`config.mk`:
```
export PLATFORM = sky130hd
export DESIGN_NAME = mula_array
export DESIGN_NICKNAME = d
export VERILOG_FILES = /design/src/rtl/mula_pkg.sv /design/src/rtl/mula_cla_group.sv /design/src/rtl/mula_cla_adder.sv /design/src/rtl/mula_pp_row.sv /design/src/rtl/mula_array.sv
export SDC_FILE = /design/constraint.sdc
export NUM_CORES = 1
export LEC_CHECK = 0
export BUFFER_PORTS_ARGS = -buffer_cell sky130_fd_sc_hd__buf_2
export CORE_AREA = 2 2 39 41
export CTS_CLUSTER_DIAMETER = 60
export DETAILED_ROUTE_END_ITERATION = 10
export DIE_AREA = 0 0 41 43
export GPL_ROUTABILITY_DRIVEN = 1
export MAX_ROUTING_LAYER = met4
export PLACE_DENSITY = 0.74
export SLEW_MARGIN = 15
export SYNTH_ARGS = -nofsm -noshare
export SYNTH_HDL_FRONTEND = slang
export SYNTH_SLANG_ARGS = --single-unit
```
`constraint.sdc`:
```
create_clock -name clk -period 1.3 [get_ports clk]
set_clock_uncertainty 0.1 [all_clocks]
set_input_delay 0.13 -clock clk [delete_from_list [all_inputs] [get_ports clk]]
set_output_delay 0.13 -clock clk [all_outputs]
set_load 0.03 [all_outputs]
```
`src/rtl/mula_pkg.sv`:
```
package mula_pkg;
    // Width of one carry-lookahead group
    localparam int CLA_SPAN = 4;

    // Number of lookahead groups needed to cover w bits
    function automatic int grp_count(input int w);
        return (w + CLA_SPAN - 1) / CLA_SPAN;
    endfunction
endpackage

```
`src/rtl/mula_cla_group.sv`:
```
module mula_cla_group #(
    parameter int GW = 4
) (
    input  logic [GW-1:0] x,
    input  logic [GW-1:0] y,
    input  logic          cin,
    output logic [GW-1:0] s,
    output logic          cout
);
    logic [GW-1:0] gen_v;
    logic [GW-1:0] prp_v;
    logic [GW:0]   car_v;
    logic          run_p;

    // Flattened lookahead: carry k+1 is g[k] | p[k]g[k-1] | ... | p[k..0]cin
    always_comb begin
        gen_v = x & y;
        prp_v = x ^ y;
        car_v = '0;
        run_p = 1'b0;
        car_v[0] = cin;
        for (int k = 0; k < GW; k++) begin
            car_v[k+1] = gen_v[k];
            run_p      = prp_v[k];
            for (int j = k - 1; j >= 0; j--) begin
                car_v[k+1] = car_v[k+1] | (run_p & gen_v[j]);
                run_p      = run_p & prp_v[j];
            end
            car_v[k+1] = car_v[k+1] | (run_p & cin);
        end
        s    = prp_v ^ car_v[GW-1:0];
        cout = car_v[GW];
    end
endmodule

```
`src/rtl/mula_cla_adder.sv`:
```
module mula_cla_adder #(
    parameter int W = 5
) (
    input  logic [W-1:0] a,
    input  logic [W-1:0] b,
    input  logic         cin,
    output logic [W-1:0] sum,
    output logic         cout
);
    localparam int NG = mula_pkg::grp_count(W);

    logic [NG:0] grp_c;

    assign grp_c[0] = cin;

    generate
        for (genvar k = 0; k < NG; k++) begin : grp
            localparam int LO = k * mula_pkg::CLA_SPAN;
            localparam int GW = ((W - LO) < mula_pkg::CLA_SPAN) ? (W - LO) : mula_pkg::CLA_SPAN;
            mula_cla_group #(.GW(GW)) u_grp (
                .x    (a[LO +: GW]),
                .y    (b[LO +: GW]),
                .cin  (grp_c[k]),
                .s    (sum[LO +: GW]),
                .cout (grp_c[k+1])
            );
        end
    endgenerate

    assign cout = grp_c[NG];
endmodule

```
`src/rtl/mula_pp_row.sv`:
```
module mula_pp_row #(
    parameter int N = 4
) (
    input  logic [N-1:0] mcand,
    input  logic         mbit,
    output logic [N-1:0] row
);
    assign row = mcand & {N{mbit}};
endmodule

```
`src/rtl/mula_array.sv`:
```
module mula_array #(
    parameter int N       = 4,
    parameter bit REG_OUT = 1'b1
) (
    input  logic           clk,
    input  logic           rst_n,
    input  logic [N-1:0]   a,
    input  logic [N-1:0]   b,
    output logic [2*N-1:0] p
);
    localparam int PW = 2 * N;

    // Stage i holds a running sum of N+i+1 bits; stage i>0 uses an N+i bit adder
    generate
        for (genvar i = 0; i < N; i++) begin : stg
            logic [N-1:0] row;
            logic [N+i:0] acc;

            mula_pp_row #(.N(N)) u_row (
                .mcand (a),
                .mbit  (b[i]),
                .row   (row)
            );

            if (i == 0) begin : g_first
                assign acc = {1'b0, row};
            end else begin : g_add
                logic [N+i-1:0] addend;
                assign addend = {row, {i{1'b0}}};
                mula_cla_adder #(.W(N + i)) u_add (
                    .a    (stg[i-1].acc),
                    .b    (addend),
                    .cin  (1'b0),
                    .sum  (acc[N+i-1:0]),
                    .cout (acc[N+i])
                );
            end
        end
    endgenerate

    logic [PW-1:0] prod;
    assign prod = stg[N-1].acc;

    generate
        if (REG_OUT) begin : g_reg
            always_ff @(posedge clk or negedge rst_n) begin
                if (!rst_n) begin
                    p <= '0;
                end else begin
                    p <= prod;
                end
            end
        end else begin : g_comb
            assign p = prod;
        end
    endgenerate
endmodule

```
After elaboration in Yosys (flattened, before gate mapping)
Index checks and enable logic that the tools add are counted.
{ "op_classes": {"add_sub_neg": 0, "multipliers": 0, "div_mod_pow": 0, "n_lt_le_gt_ge": 0, "eq_ne": 0, "n_shift": 0, "n_mux": 0, "n_bitwise": 88, "n_reduce_logical": 0} }
{ "op_table": {"columns": ["cell", "count"], "rows": [
  ["$and 1x1->1", 41],
  ["$and 4x4->4", 7],
  ["$or 1x1->1", 27],
  ["$xor 4x4->4", 6],
  ["$xor 3x3->3", 2],
  ["$xor 2x2->2", 2],
  ["$and 3x3->3", 1],
  ["$and 2x2->2", 1],
  ["$xor 1x1->1", 1]
]} }
{ "totals": {"regBits": 8, "latch_bits": 0, "ram_bits": 0, "rom_bits": 0, "input_bits": 10, "output_inout_bits": 8, "word_cells": 89, "n_memories": 0} }

Logic depth before layout (Yosys ltp)
{ "depth": {"depth_word": 19, "ltp_mapped": 14, "ltp_nobuf": 14} }

Hierarchy
A second synthesis with hierarchy kept.
{ "unflattened": {"cells_unflattened": 98, "hier_area_um2": 949.7} }
{ "modules_own_cells": {"columns": ["mod", "instances", "cells_per_inst", "area_each_um2", "seq_area_each_um2"], "rows": [
  ["mula_cla_group (stg[1].g_add.u_add.grp[0].u_grp ...)", 2, 17, 147.6, 0.0],
  ["mula_array", 1, 9, 203.9, 200.2],
  ["mula_cla_group (stg[3].g_add.u_add.grp[0].u_grp)", 1, 13, 132.6, 0.0],
  ["mula_cla_group (stg[3].g_add.u_add.grp[1].u_grp)", 1, 14, 115.1, 0.0],
  ["mula_pp_row", 4, 4, 25.0, 0.0],
  ["mula_cla_group (stg[2].g_add.u_add.grp[1].u_grp)", 1, 11, 82.6, 0.0],
  ["mula_cla_group (stg[1].g_add.u_add.grp[1].u_grp)", 1, 1, 20.0, 0.0]
]} }

Worst setup path before layout
OpenSTA, ideal clock, no wires.
{ "synth_path": {"kind": "input to register", "from": "input port b[0]", "to": "register p[7]", "setup_ns": 0.118, "arrival_ns": 2.762, "required_time_ns": 1.082, "setup_slack_ns": -1.680, "stages": 14, "path_buffers": 0, "cell_sequence": "and2_1 -> ha_1 -> inv_1 -> fa_1 -> inv_1 -> ha_1 -> inv_1 -> fa_1 -> fa_1 -> xnor2_1 -> ha_1 -> a21oi_2 -> nand2_1 -> a21o_1"} }
{ "synth_between": {"elab_chain_cells": 19, "word_cells_on_any_way": 69, "classes_between": "69 x bitwise"} }
{ "synth_lines": {"columns": ["item", "line", "text"], "rows": [
  ["start, declared", "mula_array.sv:8", "input logic [N-1:0] b,"],
  ["$and 4x4->4 *", "mula_pp_row.sv:8", "assign row = mcand & {N{mbit}};"],
  ["$xor 4x4->4 or $and 4x4->4 (tied branches)", "mula_cla_group.sv:18, mula_cla_group.sv:17", null],
  ["$and 1x1->1 (on tied branches)", "mula_cla_group.sv:26, mula_cla_group.sv:27", null],
  ["$or 1x1->1 or $and 1x1->1 (tied branches)", "mula_cla_group.sv:26", "car_v[k+1] = car_v[k+1] | (run_p & gen_v[j]);"],
  ["$or 1x1->1", "mula_cla_group.sv:26", null],
  ["$xor 4x4->4", "mula_cla_group.sv:31", "s = prp_v ^ car_v[GW-1:0];"],
  ["$xor 4x4->4", "mula_cla_group.sv:18", "prp_v = x ^ y;"],
  ["$and 1x1->1 (on tied branches)", "mula_cla_group.sv:26, mula_cla_group.sv:27", null],
  ["[4 not listed]", null, null],
  ["$or 1x1->1", "mula_cla_group.sv:29", "car_v[k+1] = car_v[k+1] | (run_p & cin);"],
  ["$xor 2x2->2", "mula_cla_group.sv:31", null],
  ["$and 3x3->3 or $xor 3x3->3 (tied branches)", "mula_cla_group.sv:17, mula_cla_group.sv:18", null],
  ["$and 1x1->1 (on tied branches)", "mula_cla_group.sv:26, mula_cla_group.sv:27", null],
  ["$or 1x1->1 (tied with other cells)", "mula_cla_group.sv:26", null],
  ["$or 1x1->1 or $and 1x1->1 (tied branches)", "mula_cla_group.sv:26, mula_cla_group.sv:29", null],
  ["$or 1x1->1 *", "mula_cla_group.sv:29", null],
  ["named net prod[7]", "mula_array.sv:41", "logic [PW-1:0] prod;"],
  ["end signal, assigned", "mula_array.sv:50", "p <= prod;"],
  ["end, declared", "mula_array.sv:9", "output logic [2*N-1:0] p"]
]} }
The timed path passes the listed nets; every way through them passes the cells marked *.

Worst setup path in the final report
Same ends and word-level chain as after synthesis.

==> results_dict.tcl <==
set metrics [dict create \
    post-place-cells 104 \
    grt_antenna_before_repair 0 \
    power_leakage_uw 0.000527 \
    synth_sequential_area_ratio_pct 31.6 \
    setup.worst_path.start "b[0]" \
    path_class "input pin to register" \
    detail-route-antenna-nets 0 \
    hold_slack_ns 0.102 \
    max_fanout_on_critical_path 3 \
    routedWlPerCell_um 10.9 \
    power_report.internal_total_uw 582 \
    worst_path_largest_cell_delay_ns 0.41 \
    antennaDiodeCount 0 \
    cts-htree-levels 1 \
    clockRootBuffer "sky130_fd_sc_hd__clkbuf_4" \
    max_slew.worst_pin.slew_ns 0.212 \
    layout.cells.most_common "sky130_fd_sc_hd__buf_2" \
    run_status "finished with violations" \
    tritoncts "yes" \
    clk_pin_slew_ns 0.05 \
    total_switching_power_uw 332 \
    layout_top_registers "p (8)" \
    dp_hpwl_um 958 \
    timing.critical_path.from_type "input pin" \
    first_pass_detailed_route_iteration_total 2 \
    timing.hold.worst.start "b[0]" \
    die_area_um2 1760 \
    p_total_uw 914 \
    final_hold_fails 0 \
    fp-row-count 14 \
    overall_track_demand_over_capacity_in_global_routing_pct 17.6 \
    shortest_period_the_worst_path_allows_ns 2.79 \
    final_design_area_no_fill_um2 931 \
    critPathRequiredTime_ns 1.33 \
    drt-total-wl_um 1190 \
    vias 505 \
    clock_sink_count 8 \
    dpl_cell_area_um2 852 \
    slew_viol_final 0 \
    yosysUniqueCellTypes 14 \
    worst_path_most_repeated_cell "sky130_fd_sc_hd__inv_2" \
    first_global_vias 506 \
    synth_fp_nets 86 \
    floorplan.die.width_um 41 \
    violated_checks "negative setup slack" \
    drc 0 \
    final_net_count 121 \
    syn_inst 61 \
    overflow 0 \
    yosys_register_bits 8 \
    synthToLayoutAreaGrowth_pct 46.7 \
    design.portCount 18 \
    grt_pass1_wl_um 2010 \
    avgSynthCellArea_um2 10.4 \
    powerDensity_nw_per_um2 982 \
    layout-drive-gt1-share_pct 48.9 \
    drv.max_cap_violation_count 0 \
    layout_common_cells "sky130_fd_sc_hd__buf_2, sky130_fd_sc_hd__buf_4, sky130_fd_sc_hd__and2_1, sky130_fd_sc_hd__ha_1, sky130_fd_sc_hd__dfrtp_1" \
    largest_register_ffs 8 \
    seq_power_share_pct 34.0 \
    power_switching_share_pct 36.3 \
    setup_ws_ns -1.49 \
    setup_repair_after_global_routing_missed_its_margin "yes" \
    area_of_the_core_um2 1380 \
    max_freq_mhz 358 \
    first_iter_violations 3 \
    fill_cells 116 \
    setup.worst_path.end_class "register" \
    combPwrFrac_pct 46.3 \
    critical_path_arrival_ns 2.83 \
    chipHeight_um 43 \
    final_setup_fails 5 \
    seq_area_um2 200 \
    multiInputGateArea_um2 450 \
    min_path_type "input pin to register" \
    worst_path_max_delay_cell "sky130_fd_sc_hd__fa_1" \
    port_buffers 17 \
    cts_made_buffers 3 \
    cts_buffer_depth 2 \
    ratio_of_routed_vias_to_standard_cells 4.59 \
    crit_path_cell_trace "buf_6 -> and2_4 -> ha_4 -> inv_2 -> fa_1 -> inv_2 -> ha_4 -> inv_2 -> fa_2 -> fa_2 -> xnor2_1 -> ha_1 -> a21oi_2 -> nand2_1 -> a21o_1" \
    largest_register "p" \
    crit_path_end "p[7]" \
    period_share_pct 215 \
    worst_vdd_drop_mv 0.406 \
    start_util_pct 45.8 \
    place_congestion 0.734 \
    power.clock.fraction_pct 19.7 \
    synthesis.area_um2 634 \
    setup_total_negative_slack_ns -6.29 \
    max-slew-margin-rel_pct 85.8 \
    grt_max_degree 9 \
    yosysWarnings 0 \
    finalNonFillerCells 110 \
]
-- worst min path at each step --
stage,to,slack [ns],cells after the start
after global routing,p[0],0.11,3
after detailed placement,p[5],-0.13,1
after global placement,p[7],-0.13,1
after CTS,p[0],0.09,3
after floorplan,p[0],-0.27,0
final,p[0],0.10,3
-- power groups by stage --
stage               combinational [uW]  clock, uW  sequential (uW)
floorplan                          145          0              422
global placement                   381          0              311
detailed placement                 392          0              316
CTS                                424        189              312
global route                       471        202              317
finish                             424        180              310
-- area by class of cell --
type / instances / share of cell area (%)
multi-input cells: 44 / 48.4
inverters: 9 / 3.63
clock buffers: 3 / 2.42
repair buffers: 30 / 21.9
well taps: 16 / 2.15
flip-flops and latches: 8 / 21.5
-- cell usage after synthesis, drive strengths merged --
cell     n  area share [%]
and2    12              12
ha      11              22
inv      9             5.3
dfrtp    8              32
nand2    5             3.0
fa       4              13
a21o     3             3.6
xor2     3             4.1
a21oi    1             1.4
nand2b   1            0.99
nand3    1            0.79
nor2b    1            0.99
o21ai    1            0.79
xnor2    1             1.4
-- what timing repair did --
action                     in CTS  in global routing
hold endpoints to repair        8                  0
buffers inserted                1                  1
hold buffers                    1                  0
pin swaps                       1                  1
gates resized for setup         4                  1
setup endpoints to repair       5                  6
gates cloned                    0                  0
-- critical path, delay by kind of cell --
kind                     cells  cell delay [ns]
buffers and inverters        4             0.26
XOR/XNOR                     1             0.13
AO/OA/AOI/OAI                2             0.34
AND/OR/NAND/NOR              2             0.26
adder cells (fa/ha/maj)      6             1.70
-- per-layer routing --
| layer | vias to the layer above | global-route usage [%] | share of wire (%) | wire [um] |
|---|---|---|---|---|
| li1 | 258 | - | - | - |
| met1 | 229 | 17.8 | 39 | 467 |
| met2 | 16 | 30.6 | 55 | 653 |
| met3 | 2 | 3.14 | 5.5 | 66 |
| met4 | 0 | 8.00 | 0.67 | 8 |
| met5 | - | - | 0 | 0 |
-- stage by stage --
step                      util [%]  setup slack, ns
after floorplan                  -            -1.51
after global placement        61.6            -1.69
final                         67.3            -1.49
after CTS                     66.3            -1.48
after global routing          67.3            -1.55
after detailed placement      61.6            -1.74
-- logic make-up after synthesis --
kind of cell             synth area share [%]
AND/OR/NAND/NOR                          17.6
buffers and inverters                    5.33
adder cells (fa/ha/maj)                  34.3
flip-flops                               31.6
AO/OA/AOI/OAI                            5.72
XOR/XNOR                                 5.52
No activity file was read; power rests on OpenSTA's default activity.
